**src/rtl/mxd_pkg.sv**
```systemverilog
package mxd_pkg;

    // Decoded access for one cycle, after strobe priority is applied.
    typedef enum logic [1:0] {
        CMD_IDLE  = 2'd0,
        CMD_ROW   = 2'd1,
        CMD_CLOSE = 2'd2,
        CMD_COL   = 2'd3
    } mxd_cmd_e;

endpackage

```
**src/rtl/mxd_cmd_decode.sv**
```systemverilog
module mxd_cmd_decode
    import mxd_pkg::*;
(
    input  logic     row_stb,
    input  logic     close_row,
    input  logic     col_stb,
    output mxd_cmd_e cmd
);

    // Row strobe over close, close over column.
    always_comb begin
        if (row_stb)        cmd = CMD_ROW;
        else if (close_row) cmd = CMD_CLOSE;
        else if (col_stb)   cmd = CMD_COL;
        else                cmd = CMD_IDLE;
    end

    always_comb begin
        assert_cmd_unique_R8 : assert (!(row_stb && cmd != CMD_ROW));
    end

endmodule

```
**src/rtl/mxd_cell_array.sv**
```systemverilog
module mxd_cell_array #(
    parameter int ROWS  = 4,
    parameter int COLS  = 4,
    parameter int WIDTH = 8,
    localparam int RB   = (ROWS > 1) ? $clog2(ROWS) : 1,
    localparam int LINE = COLS * WIDTH
) (
    input  logic            clk,
    input  logic            rst_n,
    input  logic            wb_en,
    input  logic [RB-1:0]   wb_row,
    input  logic [LINE-1:0] wb_line,
    input  logic [RB-1:0]   rd_row,
    output logic [LINE-1:0] rd_line
);

    logic [ROWS-1:0][LINE-1:0] mem_d, mem_q;

    // One write-back port; each row decodes its own select.
    for (genvar r = 0; r < ROWS; r++) begin : g_row
        always_comb begin
            mem_d[r] = mem_q[r];
            if (wb_en && wb_row == RB'(r)) begin
                mem_d[r] = wb_line;
            end
        end
    end

    always_ff @(posedge clk or negedge rst_n) begin
        if (!rst_n) mem_q <= '0;
        else        mem_q <= mem_d;
    end

    assign rd_line = mem_q[rd_row];

endmodule

```
**src/rtl/mxd_row_buffer.sv**
```systemverilog
module mxd_row_buffer
    import mxd_pkg::*;
#(
    parameter int ROWS  = 4,
    parameter int COLS  = 4,
    parameter int WIDTH = 8,
    localparam int RB   = (ROWS > 1) ? $clog2(ROWS) : 1,
    localparam int CB   = (COLS > 1) ? $clog2(COLS) : 1,
    localparam int LINE = COLS * WIDTH
) (
    input  logic             clk,
    input  logic             rst_n,
    input  mxd_cmd_e         cmd,
    input  logic [RB-1:0]    row_sel,
    input  logic [CB-1:0]    col_sel,
    input  logic             wr_en,
    input  logic [WIDTH-1:0] wr_data,
    input  logic [LINE-1:0]  arr_line,
    output logic             wb_en,
    output logic [RB-1:0]    wb_row,
    output logic [LINE-1:0]  wb_line,
    output logic [WIDTH-1:0] rd_data,
    output logic             rd_valid,
    output logic             proto_err
);

    typedef struct packed {
        logic                         open;
        logic [RB-1:0]                row;
        logic [COLS-1:0][WIDTH-1:0]   line;
        logic [WIDTH-1:0]             rdata;
        logic                         rvalid;
        logic                         err;
    } rb_state_t;

    rb_state_t st_d, st_q;

    always_comb begin
        st_d        = st_q;
        st_d.rvalid = 1'b0;
        st_d.err    = 1'b0;
        wb_en       = 1'b0;
        unique case (cmd)
            CMD_ROW: begin
                wb_en     = st_q.open;
                st_d.open = 1'b1;
                st_d.row  = row_sel;
                // Reopening the open row keeps pending edits.
                if (!(st_q.open && st_q.row == row_sel)) begin
                    st_d.line = arr_line;
                end
            end
            CMD_CLOSE: begin
                wb_en     = st_q.open;
                st_d.open = 1'b0;
            end
            CMD_COL: begin
                if (!st_q.open) begin
                    st_d.err = 1'b1;
                end else if (wr_en) begin
                    st_d.line[col_sel] = wr_data;
                end else begin
                    st_d.rdata  = st_q.line[col_sel];
                    st_d.rvalid = 1'b1;
                end
            end
            default: ;
        endcase
    end

    always_ff @(posedge clk or negedge rst_n) begin
        if (!rst_n) st_q <= '0;
        else        st_q <= st_d;
    end

    assign wb_row    = st_q.row;
    assign wb_line   = st_q.line;
    assign rd_data   = st_q.rdata;
    assign rd_valid  = st_q.rvalid;
    assign proto_err = st_q.err;

    assert_row_opens_R2 : assert property (@(posedge clk) disable iff (!rst_n)
        cmd == CMD_ROW |=> st_q.open && st_q.row == $past(row_sel));

    assert_close_shuts_R6 : assert property (@(posedge clk) disable iff (!rst_n)
        cmd == CMD_CLOSE |=> !st_q.open);

    assert_valid_cause_R3 : assert property (@(posedge clk) disable iff (!rst_n)
        rd_valid |-> $past(cmd == CMD_COL && !wr_en && st_q.open));

    assert_err_cause_R7 : assert property (@(posedge clk) disable iff (!rst_n)
        proto_err |-> $past(cmd == CMD_COL && !st_q.open) && !rd_valid);

    assert_writeback_R6 : assert property (@(posedge clk) disable iff (!rst_n)
        wb_en |-> st_q.open && (cmd == CMD_ROW || cmd == CMD_CLOSE));

endmodule

```
**src/rtl/mux_addr_dram.sv**
```systemverilog
module mux_addr_dram
    import mxd_pkg::*;
#(
    parameter int ROWS  = 4,
    parameter int COLS  = 4,
    parameter int WIDTH = 8,
    localparam int RB   = (ROWS > 1) ? $clog2(ROWS) : 1,
    localparam int CB   = (COLS > 1) ? $clog2(COLS) : 1,
    localparam int AW   = (RB > CB) ? RB : CB,
    localparam int LINE = COLS * WIDTH
) (
    input  logic             clk,
    input  logic             rst_n,
    input  logic             row_stb,
    input  logic             col_stb,
    input  logic             close_row,
    input  logic             wr_en,
    input  logic [AW-1:0]    addr,
    input  logic [WIDTH-1:0] wr_data,
    output logic [WIDTH-1:0] rd_data,
    output logic             rd_valid,
    output logic             proto_err
);

    mxd_cmd_e        cmd;
    logic            wb_en;
    logic [RB-1:0]   wb_row;
    logic [LINE-1:0] wb_line;
    logic [LINE-1:0] arr_line;
    logic [RB-1:0]   row_sel;
    logic [CB-1:0]   col_sel;

    assign row_sel = addr[RB-1:0];
    assign col_sel = addr[CB-1:0];

    mxd_cmd_decode u_dec (
        .row_stb   (row_stb),
        .close_row (close_row),
        .col_stb   (col_stb),
        .cmd       (cmd)
    );

    mxd_cell_array #(.ROWS(ROWS), .COLS(COLS), .WIDTH(WIDTH)) u_arr (
        .clk     (clk),
        .rst_n   (rst_n),
        .wb_en   (wb_en),
        .wb_row  (wb_row),
        .wb_line (wb_line),
        .rd_row  (row_sel),
        .rd_line (arr_line)
    );

    mxd_row_buffer #(.ROWS(ROWS), .COLS(COLS), .WIDTH(WIDTH)) u_rb (
        .clk       (clk),
        .rst_n     (rst_n),
        .cmd       (cmd),
        .row_sel   (row_sel),
        .col_sel   (col_sel),
        .wr_en     (wr_en),
        .wr_data   (wr_data),
        .arr_line  (arr_line),
        .wb_en     (wb_en),
        .wb_row    (wb_row),
        .wb_line   (wb_line),
        .rd_data   (rd_data),
        .rd_valid  (rd_valid),
        .proto_err (proto_err)
    );

    assert_pulse_exclusive_R7 : assert property (@(posedge clk) disable iff (!rst_n)
        !(rd_valid && proto_err));

    assert_row_blocks_col_R8 : assert property (@(posedge clk) disable iff (!rst_n)
        (row_stb || close_row) |=> !rd_valid && !proto_err);

endmodule

```
**config.mk**
```make
export PLATFORM = sky130hd
export DESIGN_NAME = mux_addr_dram
export DESIGN_NICKNAME = d
export VERILOG_FILES = /design/src/rtl/mxd_pkg.sv /design/src/rtl/mxd_cmd_decode.sv /design/src/rtl/mxd_cell_array.sv /design/src/rtl/mxd_row_buffer.sv /design/src/rtl/mux_addr_dram.sv
export SDC_FILE = /design/constraint.sdc
export NUM_CORES = 1
export LEC_CHECK = 0
export BUFFER_PORTS_ARGS = -buffer_cell sky130_fd_sc_hd__buf_2
export CAP_MARGIN = 0
export CORE_MARGIN = 10
export CORE_UTILIZATION = 39
export DETAILED_ROUTE_END_ITERATION = 8
export PLACE_DENSITY = 0.57
export SYNTH_ARGS = -nofsm -noshare
export SYNTH_HDL_FRONTEND = slang
export SYNTH_SLANG_ARGS = --single-unit
```
**constraint.sdc**
```tcl
create_clock -name clk -period 1.9 [get_ports clk]
set_input_delay 0.095 -clock clk [delete_from_list [all_inputs] [get_ports clk]]
set_output_delay 0.095 -clock clk [all_outputs]
set_load 0.005 [all_outputs]
```
==> results of run 1 <==
-- final cells by class --
class	instances	share of cell area (%)
Clock inverter	8	0.759
Sequential cell	173	46.1
Tap cell	270	3.59
Clock buffer	22	4.73
Timing Repair Buffer	70	6.54
Inverter	4	0.160
Multi-Input combinational cell	381	38.2
-- worst register-to-register path: stages (launching register included) --
cell and delay (ns):
dfrtp_1 0.41, and2_1 0.17, a311o_2 0.45, nor2_4 0.19, buf_12 0.16, mux2_1 0.33
-- cell usage after synthesis (all sizes together) --
cell type    n  area [um^2]
dfrtp      173         4330
mux2       170         1910
nor2b       35          219
mux2i       34          340
o21ai       32          160
o221ai      32          280
buf         27          153
clkbuf      19         71.3
nand2       18         67.6
nand2b      17          106
nor2         9         56.3
and3         8         50.1
mux4         8          180
ha           4         50.1
inv          4         15.0
or2          3         18.8
and2         2         12.5
nor4b        2         30.0
xnor2        2         17.5
a21oi        1         5.00
a311o        1         11.3
nand4b       1         8.76
nor4         1         12.5
o21bai       1         18.8
-- state kept, by name, indices dropped and copies added, names as in the netlist --
| register | flops |
|---|---|
| u_rb.wb_line | 32 |
| u_arr.mem_q | 128 |
| u_rb.rd_data | 8 |
| u_rb.st_q | 1 |
| u_rb.rd_valid | 1 |
| u_rb.proto_err | 1 |
| u_rb.wb_row | 2 |
-- per-stage QoR --
stage                     util, %  instances  worst slack (ns)  setup TNS [ns]  instance area, um^2
after global placement       43.5        896            -0.204          -24.71                 8860
after CTS                    46.1        928            0.0512               0                 9400
final                        46.1        928            0.0751               0                 9400
after global routing         46.1        928            0.0206               0                 9400
after floorplan                 -        604           -0.0373           -3.31                 8130
after detailed placement     43.5        896            -0.261          -31.13                 8860
-- cell families after synthesis --
family	synth area share, %
AO/OA/AOI/OAI	5.85
XOR/XNOR	0.216
adder cells (fa/ha/maj)	0.616
buffers and inverters	2.94
flip-flops	53.3
multiplexers	30.0
AND/OR/NAND/NOR	7.16
-- path summary, 6_finish.rpt --
kind                                 start                to  slack, ns  depth (start not counted)
setup reg to reg             u_rb.st_q[44]  u_rb.wb_line[16]       0.08                          5
min in group clk                wr_data[7]  u_rb.wb_line[31]       0.29                          5
max in group asynchronous            rst_n   u_arr.mem_q[56]       1.12                          3
hold reg to reg            u_arr.mem_q[83]   u_arr.mem_q[83]       0.48                          1
setup / recovery             u_rb.st_q[44]  u_rb.wb_line[16]       0.08                          5
hold / removal                       rst_n   u_arr.mem_q[26]       0.18                          2
-- where the power goes --
group	total (mW)	leakage (nW)	switching, mW	internal [mW]
sequential	5.94	2.36	0.893	5.05
combinational	2.68	2.05	1.16	1.52
clock	3.14	0.253	1.37	1.78
-- layer usage --
| metal | global-route usage [%] | part of all wire [%] | vias to the layer above |
|---|---|---|---|
| met5 | 0 | 0 | - |
| met4 | 4.87 | 1.7 | 0 |
| met3 | 3.33 | 3.7 | 23 |
| met2 | 26.3 | 50 | 67 |
| met1 | 19.0 | 45 | 2663 |
| li1 | - | - | 2278 |
-- repair_timing --
action                                 4_1_cts  5_1_grt
setup endpoints to repair                    0        2
hold buffers                                 2        0
endpoints found under the hold margin       42        0
==> results.json, run 1 <==
{
  "crit_required_ns": 2.20,
  "ant_nets": 0,
  "cts_htree_levels": 4,
  "seq_area_um2": 4330,
  "syn-num-nets": 624,
  "first_iter_violations": 251,
  "vias_per_cell": 5.42,
  "p_leak_nw": 4.67,
  "drv_cap": 0,
  "clock_path_buffers": 2,
  "ys_ff_latch": 173,
  "rsz0062_at_grt": "no",
  "routed_wirelength_mm": 19.6,
  "cts_tree": "done",
  "start_util_pct": 39.9,
  "final_cell_mix": "173 x dfrtp_1, 160 x mux2_1, 35 x nor2b_1",
  "antenna_cells": 0,
  "fin_crit_sh_pct": 96.0,
  "seq_area_frac_synth_pct": 53.3,
  "post-route-drc-count": 0,
  "ioPinCount": 26,
  "synthesis.instances": 604,
  "gr-total-overflow": 0,
  "ir_drop_mv": 0.530,
  "multi_input_area_um2": 3590,
  "hpwl_mm": 12.8,
  "max_stage_delay_ns": 0.45,
  "crit_path_end_kind": "flip-flop",
  "yosysUniqueCellTypes": 30,
  "drv_slew": 0,
  "avgSynthCellArea_um2": 13.5,
  "cts.repair.resized": 0,
  "fin_nets": 667,
  "fin_crit_ns": 1.82,
  "critPathKind": "flip-flop to flip-flop",
  "pwr_density_cell_nw_per_um2": 1250,
  "routedWlPerCell_um": 21.2,
  "cp-start-kind": "flip-flop",
  "netlist_area_um2": 8130,
  "path_cells": "and2_1 > a311o_2 > nor2_4 > buf_12 > mux2_1",
  "io_buffer_count": 25,
  "antenna_found_initial": 0,
  "hold_ws_ns": 0.178,
  "final-setup-viol-count": 0,
  "grt_max_degree": 48,
  "min_path_type": "input port to async pin",
  "rows": 52,
  "grt_pass1_wl_mm": 31.8,
  "globalplace.congestion": 0.771,
  "postCtsSetupBuffers": 0,
  "vias": 5031,
  "finClkSkew_ns": 0.00750,
  "critPathBufInv": 1,
  "die_h_um": 164,
  "grt_pass1_vias": 5513,
  "coreArea_um2": 20400,
  "arrival_ns": 2.13,
  "max_slew.worst_pin.slew_ns": 0.462,
  "fp.dieArea_um2": 27000,
  "cts_sinks": 173,
  "cts-root-buf": "clkbuf_16",
  "status": "finished clean",
  "crit_slowest_cell": "a311o_2",
  "drt-pass1-iter-count": 6,
  "critPathTopFamily": "compound AO/OA/AOI/OAI gates",
  "cp_max_fo": 6,
  "yosys_warnings": 0,
  "max_slew_margin_pct": 69.2,
  "clkSlewWorstSetupHoldPaths_ns": 0.06,
  "cts_buffers": 17,
  "die_w_um": 164,
  "final_common_cell": "dfrtp_1",
  "hold_violations": 0,
  "grt_util_all_layers_pct": 15.4,
  "clkLatencyLatePin_ns": 0.42,
  "area_delta_synth_final_pct": 15.6,
  "max_freq_ghz": 0.548,
  "fillers": 1811,
  "drive_above_1_share_pct": 18.4,
  "p_total_mw": 11.8
}
Note: power is estimated with default switching activity, not from simulation.
==> inputs of run 2 (changes only) <==
--- a/config.mk
+++ b/config.mk
@@ -7,7 +7,8 @@
 export LEC_CHECK = 0
 export BUFFER_PORTS_ARGS = -buffer_cell sky130_fd_sc_hd__buf_2
 export CAP_MARGIN = 0
-export CORE_MARGIN = 10
+export CORE_ASPECT_RATIO = 0.7
+export CORE_MARGIN = 1.5
 export CORE_UTILIZATION = 39
 export DETAILED_ROUTE_END_ITERATION = 8
 export PLACE_DENSITY = 0.57
==> run 2 against run 1 <==
  * Power is 2.9% higher
  * Fmax is 0.80% higher
  * Clock skew is 0.00062 ns higher
  * Cell area is 1.4% higher
  * Critical endpoint is now u_rb.wb_line[5]
==> results.json, run 2 (same netlist as run 1, synthesis figures left out) <==
{
  "drive_above_1_share_pct": 19.8,
  "clkLatencyLatePin_ns": 0.43,
  "finClkSkew_ns": 0.00812,
  "final_common_cell": "dfrtp_1",
  "rsz0062_at_grt": "no",
  "cts_buffers": 17,
  "ioPinCount": 26,
  "cts_htree_levels": 4,
  "fp.dieArea_um2": 21700,
  "antenna_cells": 0,
  "io_buffer_count": 25,
  "grt_util_all_layers_pct": 20.1,
  "coreArea_um2": 20100,
  "gr-total-overflow": 0,
  "die_w_um": 176,
  "max_freq_ghz": 0.552,
  "hold_violations": 0,
  "fin_crit_ns": 1.81,
  "hold_ws_ns": 0.203,
  "routed_wirelength_mm": 20.1,
  "routedWlPerCell_um": 21.5,
  "max_slew_margin_pct": 63.9,
  "final_cells": 933,
  "critPathKind": "flip-flop to flip-flop",
  "max_stage_delay_ns": 0.46,
  "clock_path_buffers": 2,
  "path_cells": "and2_1 > a311o_2 > o21bai_4 > mux2_1",
  "fin_util_pct": 47.4,
  "ir_drop_mv": 0.677,
  "dpl.cell_count": 899,
  "antenna_found_initial": 2,
  "postCtsSetupBuffers": 0,
  "first_iter_violations": 370,
  "drv_cap": 0,
  "crit_required_ns": 2.21,
  "cp_max_fo": 8,
  "p_leak_nw": 4.73,
  "clkSlewWorstSetupHoldPaths_ns": 0.07,
  "fin_nets": 670,
  "max_slew.worst_pin.slew_ns": 0.541,
  "p_total_mw": 12.1,
  "final.setup.tns_ns": 0,
  "cts-root-buf": "clkbuf_16",
  "vias": 5170,
  "die_h_um": 124,
  "drt-pass1-iter-count": 5,
  "crit_slowest_cell": "a311o_2",
  "grt_pass1_wl_mm": 32.5,
  "pwr_density_cell_nw_per_um2": 1270,
  "cts_tree": "done",
  "arrival_ns": 2.12,
  "area_delta_synth_final_pct": 17.2,
  "globalplace.congestion": 0.763,
  "cp-start-kind": "flip-flop",
  "regMostFlops": "u_arr.mem_q",
  "grt_max_degree": 55,
  "ant_nets": 0,
  "start_util_pct": 40.4,
  "rows": 43,
  "final_cell_mix": "173 x dfrtp_1, 160 x mux2_1, 35 x nor2b_1",
  "post-route-drc-count": 0,
  "crit_path_end_kind": "flip-flop",
  "final-setup-viol-count": 0,
  "hpwl_mm": 13.2,
  "vias_per_cell": 5.54,
  "min_path_type": "input port to async pin",
  "drv_slew": 0,
  "fin_crit_sh_pct": 95.3,
  "largest_reg_flops": 128,
  "grt_pass1_vias": 5505,
  "cts_sinks": 173,
  "status": "finished clean"
}
## run 2: cell types whose count changed in the layout (fill, tap and decap cells not counted), sizes merged
cell and delta:
buf +3, clkinv -2, inv +9, bufinv -1, clkinvlp +1, clkbuf -5
## run 2: final timing paths
| path | from | endpoint | slack (ns) | depth (start not counted) |
|---|---|---|---|---|
| min | rst_n | u_arr.mem_q[34] | 0.20 | 2 |
| max in group asynchronous | rst_n | u_arr.mem_q[80] | 0.99 | 3 |
| min reg2reg | u_arr.mem_q[80] | u_arr.mem_q[80] | 0.48 | 1 |
| min in group clk | row_stb | u_rb.st_q[44] | 0.24 | 5 |
| max reg2reg | u_rb.st_q[44] | u_rb.wb_line[5] | 0.09 | 4 |
| max | u_rb.st_q[44] | u_rb.wb_line[5] | 0.09 | 4 |
## run 2: timing repair
item	CTS	global route
hold endpoints to repair	50	0
resized for setup	0	0
hold buffers	2	0
## run 2: where the power goes
part	switching, mW	total, mW	internal, mW
clock network	1.65	3.40	1.75
registers	0.939	5.98	5.04
logic	1.18	2.73	1.55
## run 2: metal layers
layer  routed length, um  vias up  track usage, %
li1                    -     2298               -
met1               10100     2739            30.1
met2                8920      123            30.1
met3                 949       10            3.54
met4                 130        0            5.50
met5                   0        -               0
## run 2: final cells by class
class	count	area [um^2]
Fill cell	1796	10600
Sequential cell	173	4330
Multi-Input combinational cell	381	3590
Timing Repair Buffer	73	687
Clock buffer	17	425
Tap cell	270	338
Clock inverter	15	149
Inverter	4	15.0
## run 2: critical path: cells and delay by family (launching register included)
family           cells  cell delay, ns
AO/OA/AOI/OAI        2            0.76
multiplexers         1            0.37
AND/OR/NAND/NOR      1            0.16
flip-flops           1            0.40
## run 2: per-stage QoR
stage	setup WS [ns]	instance area, um^2
floorplan	-0.0373	8130
global placement	-0.223	8930
detailed placement	-0.267	8930
CTS	0.0754	9530
global route	0.0167	9530
finish	0.0895	9530
